`config.mk`:
```
export PLATFORM = sky130hd
export DESIGN_NAME = sertx_core
export DESIGN_NICKNAME = d
export VERILOG_FILES = /design/src/rtl/sertx_pkg.sv /design/src/rtl/sertx_bitclk.sv /design/src/rtl/sertx_holding.sv /design/src/rtl/sertx_framer.sv /design/src/rtl/sertx_shifter.sv /design/src/rtl/sertx_core.sv
export SDC_FILE = /design/constraint.sdc
export NUM_CORES = 1
export LEC_CHECK = 0
export BUFFER_PORTS_ARGS = -buffer_cell sky130_fd_sc_hd__clkbuf_2
export CAP_MARGIN = 10
export CELL_PAD_IN_SITES_DETAIL_PLACEMENT = 1
export CELL_PAD_IN_SITES_GLOBAL_PLACEMENT = 1
export CORE_MARGIN = 2
export CORE_UTILIZATION = 45
export DETAILED_ROUTE_END_ITERATION = 10
export HOLD_SLACK_MARGIN = 0.06
export PLACE_DENSITY_LB_ADDON = 0.1
export SLEW_MARGIN = 5
export SYNTH_ARGS = -nofsm -noshare
export SYNTH_HDL_FRONTEND = slang
export SYNTH_SLANG_ARGS = --single-unit
```
`constraint.sdc`:
```
create_clock -name clk -period 2.12 [get_ports clk]
set_clock_uncertainty 0.05 [all_clocks]
set_input_delay 0.424 -clock clk [delete_from_list [all_inputs] [get_ports clk]]
set_output_delay 0.424 -clock clk [all_outputs]
set_load 0.01 [all_outputs]
```
`src/rtl/sertx_pkg.sv`:
```
package sertx_pkg;

  localparam int DMAX    = 9;
  localparam int DMIN    = 5;
  localparam int FRAME_W = 1 + DMAX + 1 + 2;
  localparam int LEN_W   = $clog2(FRAME_W + 1);

  typedef enum logic [1:0] {
    PAR_OFF     = 2'b00,
    PAR_OFF_ALT = 2'b01,
    PAR_EVEN    = 2'b10,
    PAR_ODD     = 2'b11
  } par_mode_e;

  typedef struct packed {
    logic [FRAME_W-1:0] bits;
    logic [LEN_W-1:0]   len;
    logic               fast;
  } frame_t;

endpackage

```
`src/rtl/sertx_bitclk.sv`:
```
module sertx_bitclk #(
  parameter int TICKS_NORMAL = 16,
  parameter int TICKS_FAST   = 8
) (
  input  logic clk,
  input  logic rst_n,
  input  logic run,
  input  logic fast,
  input  logic baud_tick,
  output logic bit_end
);

  localparam int CW = $clog2(TICKS_NORMAL);
  localparam logic [CW-1:0] LAST_N = CW'(TICKS_NORMAL - 1);
  localparam logic [CW-1:0] LAST_F = CW'(TICKS_FAST - 1);

  logic [CW-1:0] cnt_q, cnt_d, last;

  always_comb begin
    last    = fast ? LAST_F : LAST_N;
    bit_end = run && baud_tick && (cnt_q == last);
    cnt_d   = cnt_q;
    if (!run)
      cnt_d = '0;
    else if (baud_tick)
      cnt_d = bit_end ? '0 : cnt_q + 1'b1;
  end

  always_ff @(posedge clk or negedge rst_n) begin
    if (!rst_n) cnt_q <= '0;
    else        cnt_q <= cnt_d;
  end

  AST_TICK_WINDOW: assert property (@(posedge clk) disable iff (!rst_n)
    run |-> cnt_q <= last) else $error("tick count beyond bit length");

endmodule

```
`src/rtl/sertx_holding.sv`:
```
module sertx_holding #(
  parameter int W = 9
) (
  input  logic         clk,
  input  logic         rst_n,
  input  logic         wr_en,
  input  logic [W-1:0] wr_word,
  input  logic         take,
  output logic         accept,
  output logic         valid,
  output logic [W-1:0] word
);

  logic         valid_q, valid_d;
  logic [W-1:0] word_q, word_d;

  always_comb begin
    accept  = wr_en && !valid_q;
    valid_d = valid_q;
    word_d  = word_q;
    if (take)
      valid_d = 1'b0;
    if (accept) begin
      valid_d = 1'b1;
      word_d  = wr_word;
    end
  end

  always_ff @(posedge clk or negedge rst_n) begin
    if (!rst_n) begin
      valid_q <= 1'b0;
      word_q  <= '0;
    end else begin
      valid_q <= valid_d;
      word_q  <= word_d;
    end
  end

  assign valid = valid_q;
  assign word  = word_q;

  AST_HOLD_KEEP: assert property (@(posedge clk) disable iff (!rst_n)
    valid_q && !take |=> valid_q && $stable(word_q)) else $error("waiting word lost");

endmodule

```
`src/rtl/sertx_framer.sv`:
```
module sertx_framer
  import sertx_pkg::*;
(
  input  logic [DMAX-1:0] word,
  input  logic [3:0]      cfg_data_bits,
  input  logic [1:0]      cfg_parity,
  input  logic            cfg_two_stop,
  input  logic            cfg_double_speed,
  output frame_t          frame
);

  par_mode_e     pm;
  logic [3:0]    nd;
  logic          par_en;
  logic          pbit;
  logic [DMAX-1:0] used;

  always_comb begin
    pm = par_mode_e'(cfg_parity);
    if (cfg_data_bits < 4'(DMIN))      nd = 4'(DMIN);
    else if (cfg_data_bits > 4'(DMAX)) nd = 4'(DMAX);
    else                               nd = cfg_data_bits;
    par_en = (pm == PAR_EVEN) || (pm == PAR_ODD);
    for (int i = 0; i < DMAX; i++)
      used[i] = word[i] && (4'(i) < nd);
    pbit = (^used) ^ (pm == PAR_ODD);

    frame.bits = '1;
    frame.bits[0] = 1'b0;
    for (int j = 1; j < FRAME_W; j++) begin
      if (j <= DMAX && 4'(j - 1) < nd)
        frame.bits[j] = word[(j - 1) % DMAX];
      else if (par_en && 4'(j) == nd + 4'd1)
        frame.bits[j] = pbit;
    end
    frame.len  = LEN_W'(nd) + LEN_W'(1) + LEN_W'(par_en) + (cfg_two_stop ? LEN_W'(2) : LEN_W'(1));
    frame.fast = cfg_double_speed;
  end

endmodule

```
`src/rtl/sertx_shifter.sv`:
```
module sertx_shifter
  import sertx_pkg::*;
(
  input  logic   clk,
  input  logic   rst_n,
  input  logic   load,
  input  frame_t frame_in,
  input  logic   bit_end,
  output logic   busy,
  output logic   fast,
  output logic   line,
  output logic   frame_end
);

  logic [FRAME_W-1:0] sreg_q, sreg_d;
  logic [LEN_W-1:0]   left_q, left_d;
  logic               busy_q, busy_d;
  logic               fast_q, fast_d;

  always_comb begin
    frame_end = busy_q && bit_end && (left_q == LEN_W'(1));
    sreg_d = sreg_q;
    left_d = left_q;
    busy_d = busy_q;
    fast_d = fast_q;
    if (load) begin
      sreg_d = frame_in.bits;
      left_d = frame_in.len;
      busy_d = 1'b1;
      fast_d = frame_in.fast;
    end else if (frame_end) begin
      sreg_d = '1;
      left_d = '0;
      busy_d = 1'b0;
    end else if (busy_q && bit_end) begin
      sreg_d = {1'b1, sreg_q[FRAME_W-1:1]};
      left_d = left_q - 1'b1;
    end
  end

  always_ff @(posedge clk or negedge rst_n) begin
    if (!rst_n) begin
      sreg_q <= '1;
      left_q <= '0;
      busy_q <= 1'b0;
      fast_q <= 1'b0;
    end else begin
      sreg_q <= sreg_d;
      left_q <= left_d;
      busy_q <= busy_d;
      fast_q <= fast_d;
    end
  end

  assign busy = busy_q;
  assign fast = fast_q;
  assign line = busy_q ? sreg_q[0] : 1'b1;

  AST_BIT_HELD: assert property (@(posedge clk) disable iff (!rst_n)
    busy_q && !bit_end && !load |=> $stable(line)) else $error("line moved inside a bit");

  AST_END_RELEASE: assert property (@(posedge clk) disable iff (!rst_n)
    frame_end && !load |=> !busy_q && line) else $error("line not idle after frame");

endmodule

```
`src/rtl/sertx_core.sv`:
```
module sertx_core
  import sertx_pkg::*;
#(
  parameter int TICKS_NORMAL = 16,
  parameter int TICKS_FAST   = 8
) (
  input  logic       clk,
  input  logic       rst_n,
  input  logic       baud_tick,
  input  logic [3:0] cfg_data_bits,
  input  logic [1:0] cfg_parity,
  input  logic       cfg_two_stop,
  input  logic       cfg_double_speed,
  input  logic       wr_en,
  input  logic [7:0] wr_data,
  input  logic       wr_bit8,
  output logic       tx_out,
  output logic       buf_empty,
  output logic       tx_done
);

  logic            accept, hold_valid, load;
  logic [DMAX-1:0] hold_word;
  frame_t          frame;
  logic            busy, fast, bit_end, frame_end;
  logic            done_q, done_d;

  sertx_holding #(.W(DMAX)) u_hold (
    .clk     (clk),
    .rst_n   (rst_n),
    .wr_en   (wr_en),
    .wr_word ({wr_bit8, wr_data}),
    .take    (load),
    .accept  (accept),
    .valid   (hold_valid),
    .word    (hold_word)
  );

  sertx_framer u_framer (
    .word             (hold_word),
    .cfg_data_bits    (cfg_data_bits),
    .cfg_parity       (cfg_parity),
    .cfg_two_stop     (cfg_two_stop),
    .cfg_double_speed (cfg_double_speed),
    .frame            (frame)
  );

  sertx_bitclk #(
    .TICKS_NORMAL (TICKS_NORMAL),
    .TICKS_FAST   (TICKS_FAST)
  ) u_bitclk (
    .clk       (clk),
    .rst_n     (rst_n),
    .run       (busy),
    .fast      (fast),
    .baud_tick (baud_tick),
    .bit_end   (bit_end)
  );

  sertx_shifter u_shift (
    .clk       (clk),
    .rst_n     (rst_n),
    .load      (load),
    .frame_in  (frame),
    .bit_end   (bit_end),
    .busy      (busy),
    .fast      (fast),
    .line      (tx_out),
    .frame_end (frame_end)
  );

  always_comb begin
    load   = hold_valid && (!busy || frame_end);
    done_d = done_q;
    if (accept)
      done_d = 1'b0;
    else if (frame_end && !load)
      done_d = 1'b1;
  end

  always_ff @(posedge clk or negedge rst_n) begin
    if (!rst_n) done_q <= 1'b0;
    else        done_q <= done_d;
  end

  assign buf_empty = !hold_valid;
  assign tx_done   = done_q;

  AST_START_LOW: assert property (@(posedge clk) disable iff (!rst_n)
    load |=> !tx_out && busy) else $error("no start bit after load");

  AST_LOAD_FREES: assert property (@(posedge clk) disable iff (!rst_n)
    load && !accept |=> buf_empty) else $error("holding stage not freed");

  AST_DONE_CLEAR: assert property (@(posedge clk) disable iff (!rst_n)
    accept |=> !tx_done) else $error("done flag kept after write");

  AST_DONE_IDLE: assert property (@(posedge clk) disable iff (!rst_n)
    tx_done |-> buf_empty && tx_out && !busy) else $error("done while active");

endmodule

```
[After elaboration in Yosys (flattened, before gate mapping)]
Index checks and enable logic that the tools add are counted.
Storage, ports and cells
  flip-flop bits (word level): 34
  logic and storage cells: 121
  input bits: 21
  output and inout port bits: 3
Operators by class
  magnitude comparators: 11
  bitwise logic cells: 1
  mux-type cells: 41
  add/subtract/negate cells: 5
  reductions and logical operators: 38
  equal/unequal tests: 17
Operators with widths (number)
  $mux W13: 3
  $mux W4: 9
  $logic_and A1 B1 Y1: 28
  $mux W1: 28
  $eq A4 B4 Y1 const A: 5
  $eq A3 B4 Y1 const A: 4
  $lt A3 B4 Y1 const A: 4
  $reduce_xor A9 Y1: 1
  $add A4 B1 Y4 const B: 2
  $eq A2 B4 Y1 const A: 2
  $lt A1 B4 Y1 const A: 2
  $lt A2 B4 Y1 const A: 2
  $reduce_bool A2 Y1: 3
  $add A4 B1 Y4: 1
  $add A4 B4 Y4: 1
  $eq A1 B4 Y1 const A: 1
  $eq A2 B2 Y1 const B: 2
  $eq A4 B1 Y1 const B: 1
  $eq A4 B4 Y1: 1
  $gt A4 B4 Y1 const B: 1
  $lt A4 B3 Y1 const B: 1
  $lt A4 B4 Y1 const A: 1
  $sub A4 B1 Y4 const B: 1
  $logic_not A1 Y1: 3
  other kinds (5): 6

[Logic depth before layout (Yosys ltp)]
Gate-level depths: netlist of run 1.
  word-level depth: 11
  depth in mapped cells: 11
  mapped depth without buffers: 11

[Modules after synthesis]
From an unflattened synthesis of run 1, not the netlist that was laid out.
Second synthesis, totals
  cells, all modules: 223
  area total of the unflattened synthesis: 2299.7 µm²
By module, submodules not included
  sertx_shifter: cells each 81, instances 1, area each 952.2 µm², sequential area each 491.7 µm²
  sertx_framer: cells each 88, instances 1, area each 639.4 µm², sequential area each 0.0 µm²
  sertx_holding: cells each 23, instances 1, area each 414.1 µm², sequential area each 250.2 µm²
  sertx_bitclk: cells each 24, instances 1, area each 237.7 µm², sequential area each 100.1 µm²
  sertx_core: cells each 7, instances 1, area each 56.3 µm², sequential area each 25.0 µm²

[Least setup slack after synthesis of run 1]
Ideal clock, no wire load.
  kind: input to register
  start: input cfg_data_bits[3]
  end: register u_shift.left_q[3]
  path buffers: 1
  setup slack: -0.517 ns
  data required time: 1.944 ns
  setup time: 0.126 ns
  stages on the path: 11
  arrival time: 2.461 ns
  cells stage by stage: and3b_1 > clkbuf_1 > nor2_1 > or2_2 > ha_1 > inv_1 > ha_1 > a21oi_1 > and2_1 > o21ai_0 > a221o_1
Between the ends
  word-level cells in the longest chain between the ends: 7
  elaborated cells between the ends (all ways): 8
  classes of those cells: add/sub (3); order compare (2); mux (3)
RTL lines
  from (decl): RTL line sertx_core.sv:10  | input logic [3:0] cfg_data_bits,
  $gt A4 B4 Y1: RTL line sertx_framer.sv:21  | else if (cfg_data_bits > 4'(DMAX)) nd = 4'(DMAX);
  $mux W4: RTL line sertx_framer.sv:21
  $mux W4 *: RTL line sertx_framer.sv:20  | if (cfg_data_bits < 4'(DMIN)) nd = 4'(DMIN);
  $add A4 B1 Y4 * (2 in a row): RTL line sertx_framer.sv:36  | frame.len = LEN_W'(nd) + LEN_W'(1) + LEN_W'(par_en) + (cfg_two_stop ? LEN_W'(2) : LEN_W'(1));
  $add A4 B4 Y4 *: RTL line sertx_framer.sv:36
  $mux W4 *: RTL line sertx_shifter.sv:26  | if (load) begin
  to (signal assigned): RTL line sertx_shifter.sv:49  | left_q <= left_d;
  to (decl): RTL line sertx_shifter.sv:16  | logic [LEN_W-1:0] left_q, left_d;
Mark *: on every way between the ends. The rest lies on a longest branch, timed or not.
A chain may end at the register's enable or synchronous reset.

[Final worst setup path of run 1]
  start: input cfg_data_bits[2]
  end: register u_shift.sreg_q[11]
Between the ends
  word-level cells in the longest chain between the ends: 9
  elaborated cells between the ends (all ways): 29
  classes of those cells: add/sub (1); order compare (11); eq/ne (1); mux (4); bitwise (1); reduce/logical (11)
RTL lines
  $gt A4 B4 Y1: RTL line sertx_framer.sv:21
  $mux W4: RTL line sertx_framer.sv:21
  $mux W4 *: RTL line sertx_framer.sv:20
  $lt A1 B4 Y1, or another cell as far along: RTL line sertx_framer.sv:25  | used[i] = word[i] && (4'(i) < nd);
  $logic_and A1 B1 Y1: RTL line sertx_framer.sv:25
  $reduce_xor A9 Y1: RTL line sertx_framer.sv:26  | pbit = (^used) ^ (pm == PAR_ODD);
  $xor A1 B1 Y1: RTL line sertx_framer.sv:26
  $mux W1 *: RTL line sertx_framer.sv:33  | else if (par_en && 4'(j) == nd + 4'd1)
  $mux W13 *: RTL line sertx_shifter.sv:26
  to (signal assigned): RTL line sertx_shifter.sv:48  | sreg_q <= sreg_d;
  to (decl): RTL line sertx_shifter.sv:15  | logic [FRAME_W-1:0] sreg_q, sreg_d;
Marks and branches as above.

==> metrics.yaml, run 1 <==
yosys:
  yosysTopAreaCellShare_pct: 23.12
  synthCells: 242
  synthArstFlopShare_pct: 100.0
  synth_top_cells_by_area: "dfrtp_1, dfstp_2, o21ai_0"
  synth_warnings: 0
  ys_seq_elements: 34
  yosysMostFrequentCell: "nand2_1"
  synth_edf_count: 0
  synth_common_cells: "nand2_1, o21ai_0, dfrtp_1"
  synth-main-ff-cell: "dfrtp_1"
  seq_area_frac_synth_pct: 38.14
  ys_types: 49
  synth_area_mm2: 0.002273
  yosys.area.top_type: "dfrtp_1"
  syn-num-nets: 273
  avgSynthCellArea_um2: 9.394
placed_design:
  hpwl_mm: 4.650
  io_buffers: 23
  gp_congestion: 0.7700
  dp.cells: 348
  detailed_place.area_mm2: 0.002678
setup_path:
  crit_path_end_kind: "flop"
  path_max_fanout: 7
  crit_required_ns: 2.28
  crit_chain: "buf_8, and3b_2, nor2_2, or2_4, inv_4, ha_4, buf_6, nor2b_4, xnor2_2, o21ai_1, xnor3_2, a31oi_1"
  start_kind: "primary input"
  rr_worst_depth: 6
  cp-startpoint: "cfg_data_bits[2]"
  r2r_setup_slack_ns: 0.10
  worstSetupPathType: "in2reg"
  r2r_start: "u_shift.left_q[1]"
  reg2reg_to: "u_shift.left_q[3]"
  critPathSlowestCell: "xnor3_2"
  crit_end: "u_shift.sreg_q[11]"
  worstPathArrival_ns: 2.55
  crit_path_max_incr_delay_ns: 0.54
pwr:
  p_leak_nw: 1.314
  finalPower_mw: 3.084
  vdd_drop_max_uv: 610.3
  power_density_mw_per_mm2: 1030
sta:
  rsz0062_at_grt: "yes"
  drv_slew: 0
  finalHoldViolCount: 0
  whs_ns: 0.1125
  setup_viol: 9
  finalWorstSetupSlack_ns: -0.2766
  tightest_slew_ns: 0.4469
  layout_min_cycle_time_ns: 2.397
  relSlewSlack_pct: 70.21
  max_freq_mhz: 417.3
  finalCritPeriodShare_pct: 113.0
routing:
  met3_length_um: 190
  firstDrtPassIters: 4
  viasPerCell: 5.661
  wl_met1_mm: 2.916
  postRouteAntennaNets: 0
  post-route-drc-count: 0
  wl_met2_mm: 3.720
  top_layer: "met4"
  routed_wl_mm: 7.004
  num_vias: 2089
  drtIter0Drc: 61
  wl_per_cell_um: 18.98
global_route:
  grt_pass1_vias: 2213
  antenna_found_initial: 0
  track_usage_pct: 26.15
  grt_pass1_wl_mm: 10.94
  grt_max_degree: 35
  gr-total-overflow: 0
floorplan:
  start_util_pct: 47.50
  core_mm2: 0.004786
  rows: 25
  die_area_mm2: 0.005636
  ios: 24
  die_h_um: 75.08
  die_w_um: 75.08
final_layout:
  insertedDiodeCount: 0
  area_growth_pct: 31.70
  layout.cells.non_filler: 369
  stdcell_area_mm2: 0.002994
  finish.utilization_pct: 62.56
  nets: 332
  drive_above_1_share_pct: 42.72
clocking:
  cts_made_buffers: 5
  root_buffer: "clkbuf_8"
  path_clk_slew_ns: 0.07
  holdBufCountCts: 0
  tritoncts: "yes"
  clk_latency_ns: 0.28
  h-tree-depth: 2
  cts_buffer_depth: 2
  cts_sinks: 34
min_path:
  hold_class: "in2async"
job:
  drv_cap: 0
run_status:
  violations: "setup timing"
  status: "finished, violations left"
## routing by layer
metal / global-route usage, % / vias up
li1: - / 976
met1: 30.88 / 1061
met2: 48.15 / 38
met3: 4.284 / 14
met4: 8.135 / 0
met5: 0 / -
## layout make-up
type | count | area [µm²]
Fill cell | 550 | 1792
Multi-Input combinational cell | 185 | 1444
Sequential cell | 34 | 867.1
Timing Repair Buffer | 65 | 476.7
Tap cell | 67 | 83.83
Clock buffer | 8 | 80.08
Inverter | 10 | 42.54
## repair_timing
action,CTS,global route
pin swaps,10,9
gates resized for setup,11,24
endpoints found under the setup margin,9,10
buffers inserted,10,3
## report_power, final
group	internal (mW)	switching (mW)	total, mW
Combinational	0.676	0.721	1.40
Clock	0.233	0.228	0.461
Sequential	0.992	0.235	1.23
Total	1.90	1.18	3.08
## worst min-delay path by stage
stage | start | endpoint | slack, ns | cells after the start
finish | rst_n | u_hold.word[6] | 0.11 | 2
floorplan | rst_n | tx_done | 0.08 | 0
global placement | tx_done | tx_done | 0.43 | 2
global route | rst_n | u_hold.word[5] | 0.16 | 2
detailed placement | rst_n | u_hold.word[5] | 0.44 | 2
CTS | rst_n | u_hold.word[5] | 0.14 | 2
## worst max-delay path, delay by kind of cell
kind	cells	cell delay, ns
AO/OA/AOI/OAI	2	0.38
XOR/XNOR	2	0.63
adder cells (fa/ha/maj)	1	0.16
buffers and inverters	3	0.27
AND/OR/NAND/NOR	4	0.67
## state kept, by name (all words and copies together) (netlist names)
| register | cells |
|---|---|
| u_shift.left_q | 4 |
| u_shift.fast | 1 |
| u_bitclk.cnt_q | 4 |
| u_shift.busy | 1 |
| u_hold.valid | 1 |
| u_hold.word | 9 |
| u_shift.sreg_q | 13 |
| tx_done | 1 |
## per-stage QoR
step / TNS (ns) / worst slack (ns)
2_1_floorplan: -2.630 / -0.3205
3_5_place_dp: -5.200 / -0.6136
4_1_cts: -0.7529 / -0.1376
5_1_grt: -2.611 / -0.3602
6_report: -1.900 / -0.2766
3_3_place_gp: -3.830 / -0.4397
## cell usage in the layout (no fill, tap or decap), types with 5 or more instances in the layout
master    instances
buf_4            40
ha_1              5
clkbuf_2         20
inv_1             7
nand2_1          24
nand3_1           7
nor3_1            6
and3_1            5
clkbuf_8          5
a31oi_1           7
or3_1             5
nor2_1           17
mux2_2            9
mux2i_1           5
dfrtp_1          21
dfstp_2          13
o21ai_0          21
## kinds of logic after synthesis
logic type      count (synthesis)  share of synthesized area (%)
compound gates                 60                          17.89
fa+ha+maj                      10                          6.164
buf+inv                        23                          4.953
xor+xnor                       11                          5.449
flops                          34                          38.14
simple gates                   89                          20.31
mux                            15                          7.100
No activity file was read; power rests on OpenSTA's default activity.
==> run 2, diff against run 1 <==
Settings changed: CORE_MARGIN 2 to 1.5, CORE_UTILIZATION 45 to 41.
==> run 2 against run 1 <==
Against the previous run:
- the run still ends with setup timing left
- global-route usage fell by 4.2 points
- combinational power is essentially flat
- routed wire length is 13% lower
- largest power group unchanged
- highest routed layer unchanged
==> metrics.yaml, run 2 (same netlist as run 1, synthesis figures left out) <==
run_status:
  status: "finished, violations left"
  violations: "setup timing"
placed_design:
  gp_congestion: 0.7627
  dp.cells: 347
  hpwl_mm: 4.482
  io_buffers: 23
  pre_cts_slack_ns: -0.5450
final_layout:
  finish.utilization_pct: 55.04
  nets: 319
  regMostFlops: "u_shift.sreg_q"
  largest_reg_flops: 13
  area_growth_pct: 26.80
  multi_input_area_mm2: 0.001408
  drive_above_1_share_pct: 38.06
  register_area_um2: 867.1
  layout.cells.non_filler: 359
  insertedDiodeCount: 0
  final_cell_mix: "buf_4, nand2_1, o21ai_0"
  final_common_cell: "buf_4"
  n_fill_cell: 608
setup_path:
  crit_chain: "buf_6, and3b_1, nor2_1, or2_4, inv_4, ha_4, nor2b_4, nor2b_2, xnor3_1, xnor3_2, a31oi_1"
  crit_path_end_kind: "flop"
  path_max_fanout: 7
  cp_num_buf_inv: 2
  crit_required_ns: 2.28
  start_kind: "primary input"
  cp-startpoint: "cfg_data_bits[3]"
  worstPathArrival_ns: 2.43
  critPathSlowestCell: "xnor3_2"
  cp_top_family: "simple AND/OR/NAND/NOR gates"
  worstSetupPathType: "in2reg"
  crit_path_max_incr_delay_ns: 0.53
  r2r_start: "u_shift.left_q[1]"
global_route:
  track_usage_pct: 21.98
  grt_pass1_wl_mm: 10.30
  grt_max_degree: 35
  antenna_found_initial: 0
  gr-total-overflow: 0
  grt_pass1_vias: 2080
routing:
  wl_met1_mm: 2.959
  postRouteAntennaNets: 0
  met3_length_um: 103
  viasPerCell: 5.513
  wl_per_cell_um: 16.92
  routed_wl_mm: 6.076
  post-route-drc-count: 0
  top_layer: "met4"
  num_vias: 1979
  drtIter0Drc: 77
  firstDrtPassIters: 4
  wl_met2_mm: 2.921
clocking:
  cts_made_buffers: 5
  h-tree-depth: 2
  path_clk_slew_ns: 0.07
  cts_sinks: 34
  tritoncts: "yes"
  cts_buffer_depth: 2
  clk_latency_ns: 0.28
  root_buffer: "clkbuf_8"
job:
  drv_cap: 0
sta:
  finalHoldViolCount: 0
  setup_viol: 9
  whs_ns: 0.1162
  rsz0062_at_grt: "yes"
  finalWorstSetupSlack_ns: -0.1439
  drv_slew: 0
  finalCritPeriodShare_pct: 106.8
  relSlewSlack_pct: 58.71
  layout_min_cycle_time_ns: 2.264
  max_freq_mhz: 441.7
  tightest_slew_ns: 0.6193
floorplan:
  die_h_um: 77.47
  core_mm2: 0.005238
  ios: 24
  die_area_mm2: 0.006001
  start_util_pct: 43.41
  die_w_um: 77.47
  rows: 26
min_path:
  hold_class: "in2async"
pwr:
  power_density_mw_per_mm2: 1077
  vdd_drop_max_uv: 539.2
  p_leak_nw: 1.241
[run 2: changes by cell type in the layout (fill, tap and decap cells not counted), sizes merged]
cell / before / now
clkinv: 0 / 1
buf: 45 / 32
clkbuf: 28 / 27
[run 2: area by class of cell]
cell class / instances / area share (%)
Clock buffer: 7 / 2.995
Clock inverter: 1 / 0.1736
Inverter: 10 / 1.389
Multi-Input combinational cell: 185 / 48.83
Sequential cell: 34 / 30.08
Tap cell: 70 / 3.038
Timing Repair Buffer: 52 / 13.50
[run 2: final timing paths]
kind / depth (start not counted) / slack, ns / endpoint
setup / recovery: 11 / -0.14 / u_shift.sreg_q[10]
hold / removal: 2 / 0.12 / u_hold.word[2]
setup reg to reg: 6 / 0.06 / u_shift.left_q[3]
hold reg to reg: 2 / 0.46 / u_shift.fast
max in group asynchronous: 2 / 1.56 / u_shift.sreg_q[11]
min in group clk: 3 / 0.28 / u_shift.fast
[run 2: metrics by stage]
stage / power, mW / setup TNS (ns) / cell area (µm²)
2_1_floorplan: 2.098 / -2.630 / 2325
3_3_place_gp: 2.429 / -3.872 / 2676
3_5_place_dp: 2.498 / -4.721 / 2676
4_1_cts: 3.097 / -0.7602 / 2835
5_1_grt: 3.320 / -1.485 / 2883
6_report: 3.105 / -1.094 / 2883
[run 2: layer usage]
layer  vias to the layer above  global-route usage, %
li1                        954                      -
met1                       994                  30.32
met2                        24                  35.61
met3                         7                  3.294
met4                         0                  6.545
met5                         -                      0
[run 2: worst register-to-register path: cells and delay by family (launching register included)]
kind,cells,cell delay [ns]
flops,1,0.40
compound gates,2,0.48
simple gates,2,0.76
buf+inv,1,0.08
fa+ha+maj,1,0.18
[run 2: report_power, final]
| group | leakage (nW) | switching [mW] | internal (mW) |
|---|---|---|---|
| Combinational | 0.810 | 0.679 | 0.703 |
| Sequential | 0.382 | 0.231 | 0.991 |
| Clock | 0.0482 | 0.238 | 0.262 |
[run 2: what timing repair did]
item | CTS | global route
pin swaps | 11 | 0
hold endpoints to repair | 0 | 0
gates resized for setup | 8 | 14
hold buffers | 0 | 0
setup endpoints to repair | 9 | 10
buffers inserted | 4 | 0
==> run 3, diff against run 2 <==
Settings changed: SYNTH_HIERARCHICAL from default to 1.
==> run 3 against run 2 <==
Against the previous run:
- the run still ends with setup timing left
- power increased by 61%
- non-clock buffer count increased by 38
- first-iteration DRC count decreased by 21%
- global-route usage increased by 1.8 points
- register-to-register slack got worse by 0.13 ns
- synthesized cell count decreased by 7.9%
- critical path type unchanged
- highest routed layer unchanged
==> metrics.yaml, run 3 <==
setup_path:
  r2r_start: "u_hold/word[2]"
  crit_chain: "clkbuf_16, nand2_8, nor2_4, a21oi_2, or2_4, inv_4, ha_4, and3b_1, o211ai_1, buf_4, o221a_4, xnor3_1, nand3_2, o22a_1, nand2b_1, o221a_1"
  worstSetupPathType: "in2reg"
  crit_end: "u_shift/sreg_q[5]"
  cp_top_family: "simple AND/OR/NAND/NOR gates"
  rr_worst_depth: 9
  crit_required_ns: 2.31
  r2r_setup_slack_ns: -0.07
  path_max_fanout: 4
  reg2reg_to: "u_shift/sreg_q[5]"
  crit_path_end_kind: "flop"
  cp_num_buf_inv: 3
  start_kind: "primary input"
  cp-startpoint: "cfg_data_bits[2]"
  crit_path_max_incr_delay_ns: 0.26
  worstPathArrival_ns: 2.77
  critPathSlowestCell: "or2_4"
  path_depth: 16
placed_design:
  io_buffers: 23
  detailed_place.area_mm2: 0.002831
  gp_congestion: 0.9041
  hpwl_mm: 4.720
yosys:
  yosys.area.top_type: "dfrtp_1"
  yosysTopAreaCellShare_pct: 22.85
  synthCells: 223
  synthArstFlopShare_pct: 100.0
  synth_edf_count: 0
  synth-main-ff-cell: "dfrtp_1"
  synth_common_cells: "dfrtp_1, inv_1, nand2b_1"
  synth_warnings: 6
  synth_area_mm2: 0.002300
  synth_top_cells_by_area: "dfrtp_1, dfstp_2, mux2_4"
  syn-num-nets: 256
  avgSynthCellArea_um2: 10.31
  yosysMostFrequentCell: "dfrtp_1"
  ys_seq_elements: 34
  ys_types: 63
  seq_area_frac_synth_pct: 37.70
final_layout:
  final_common_cell: "buf_4"
  regMostFlops: "u_shift/sreg_q"
  insertedDiodeCount: 0
  finish.utilization_pct: 62.69
  n_fill_cell: 603
  drive_above_1_share_pct: 56.68
  nets: 339
  final_cell_mix: "buf_4, dfrtp_1, clkbuf_2"
  area_growth_pct: 49.18
  largest_reg_flops: 13
  stdcell_area_mm2: 0.003431
routing:
  drtIter0Drc: 61
  viasPerCell: 5.335
  postRouteAntennaNets: 0
  routed_wl_mm: 7.355
  num_vias: 2022
  wl_per_cell_um: 19.41
  post-route-drc-count: 0
  firstDrtPassIters: 4
sta:
  setup_viol: 18
  finalWorstSetupSlack_ns: -0.4645
  finalHoldViolCount: 0
  finalCritPeriodShare_pct: 121.9
  max_freq_mhz: 386.9
  layout_min_cycle_time_ns: 2.585
  setup_tns_ns: -4.153
  tightest_slew_ns: 0.8684
  relSlewSlack_pct: 42.11
  rsz0062_at_grt: "yes"
  drv_slew: 0
global_route:
  grt_pass1_vias: 2361
  track_usage_pct: 23.83
  antenna_found_initial: 0
  grt_pass1_wl_mm: 11.28
  gr-total-overflow: 0
  grt_max_degree: 35
clocking:
  holdBufCountCts: 0
  tritoncts: "yes"
  clk_latency_ns: 0.29
  h-tree-depth: 2
  cts_made_buffers: 5
  cts_buffer_depth: 2
  cts_sinks: 34
  path_clk_slew_ns: 0.08
  root_buffer: "clkbuf_8"
run_status:
  violations: "setup timing"
  status: "finished, violations left"
floorplan:
  die_h_um: 77.90
  core_mm2: 0.005473
  rows: 27
  ios: 24
  die_area_mm2: 0.006068
  start_util_pct: 42.02
  die_w_um: 77.90
min_path:
  hold_class: "in2async"
pwr:
  vdd_drop_max_uv: 849.3
  power_density_mw_per_mm2: 1457
  p_leak_nw: 1.519
job:
  drv_cap: 0
==> run 3: cell types whose count changed in the layout (fill, tap and decap cells not counted), sizes merged, moves of 5 or more <==
| cell | previous run | this run |
|---|---|---|
| mux2i | 6 | 1 |
| inv | 10 | 18 |
| nor3 | 9 | 3 |
| o21ai | 26 | 3 |
| buf | 32 | 66 |
| o221a | 0 | 12 |
| nand2 | 24 | 10 |
| nand2b | 3 | 14 |
| nor2 | 18 | 10 |
| a31oi | 7 | 2 |
| a211oi | 5 | 0 |
==> run 3: cell families (layout without fill, tap and decap cells) <==
group	Yosys count	in the layout	share of synthesized area (%)
AND/OR/NAND/NOR	69	70	17.03
AO/OA/AOI/OAI	49	50	17.68
flip-flops	34	34	37.70
buffers and inverters	34	116	6.964
XOR/XNOR	13	13	6.474
adder cells (fa/ha/maj)	12	12	7.182
multiplexers	11	11	6.801
other	1	1	0.1631
==> run 3: worst min-delay path by stage <==
stage | start | endpoint
6_report | rst_n | u_shift/left_q[3]
5_1_grt | rst_n | u_shift/left_q[0]
4_1_cts | rst_n | u_bitclk/cnt_q[3]
3_5_place_dp | u_shift/sreg_q[12] | u_shift/sreg_q[12]
3_3_place_gp | u_shift/sreg_q[12] | u_shift/sreg_q[12]
2_1_floorplan | rst_n | tx_done
==> run 3: cell type report <==
class                           count  area, µm²  area share [%]
Clock inverter                      3      45.04           1.313
Tap cell                           72      90.09           2.626
Multi-Input combinational cell    157       1579           46.02
Clock buffer                        5      68.82           2.006
Inverter                           18      72.57           2.115
Timing Repair Buffer               90      708.2           20.64
Sequential cell                    34      867.1           25.27
==> run 3: power by group <==
group	leakage [nW]	internal (mW)	switching, mW	total (mW)
registers	0.382	1.04	0.338	1.38
clock network	0.0504	0.350	0.262	0.612
logic	1.09	1.75	1.26	3.01
total	1.52	3.14	1.86	5.00
==> run 3: repair_timing <==
item                       4_1_cts  5_1_grt
cloned                           2        1
setup endpoints to repair       18       18
gates resized for setup         26       21
pin swaps                       10       19
setup buffers                    7       16
==> run 3: metrics by stage <==
step	power, mW	hold slack, ns	setup slack, ns	instances
after global placement	3.542	0.4444	-0.6424	346
after CTS	4.481	0.2079	-0.4210	363
after floorplan	2.894	0.07841	-0.7018	223
after global routing	5.288	0.2425	-0.5724	379
final	4.999	0.1806	-0.4645	379
after detailed placement	3.698	0.4430	-0.7821	346
==> run 3: routing by layer <==
metal / wire length (µm) / GRT usage [%] / vias up / part of all wire (%)
met1: 2918 / 26.37 / 1013 / 40
met4: 167 / 7.143 / 0 / 2.3
met3: 157 / 3.765 / 14 / 2.1
li1: - / - / 963 / -
met2: 4112 / 46.09 / 32 / 56
met5: 0 / 0 / - / 0
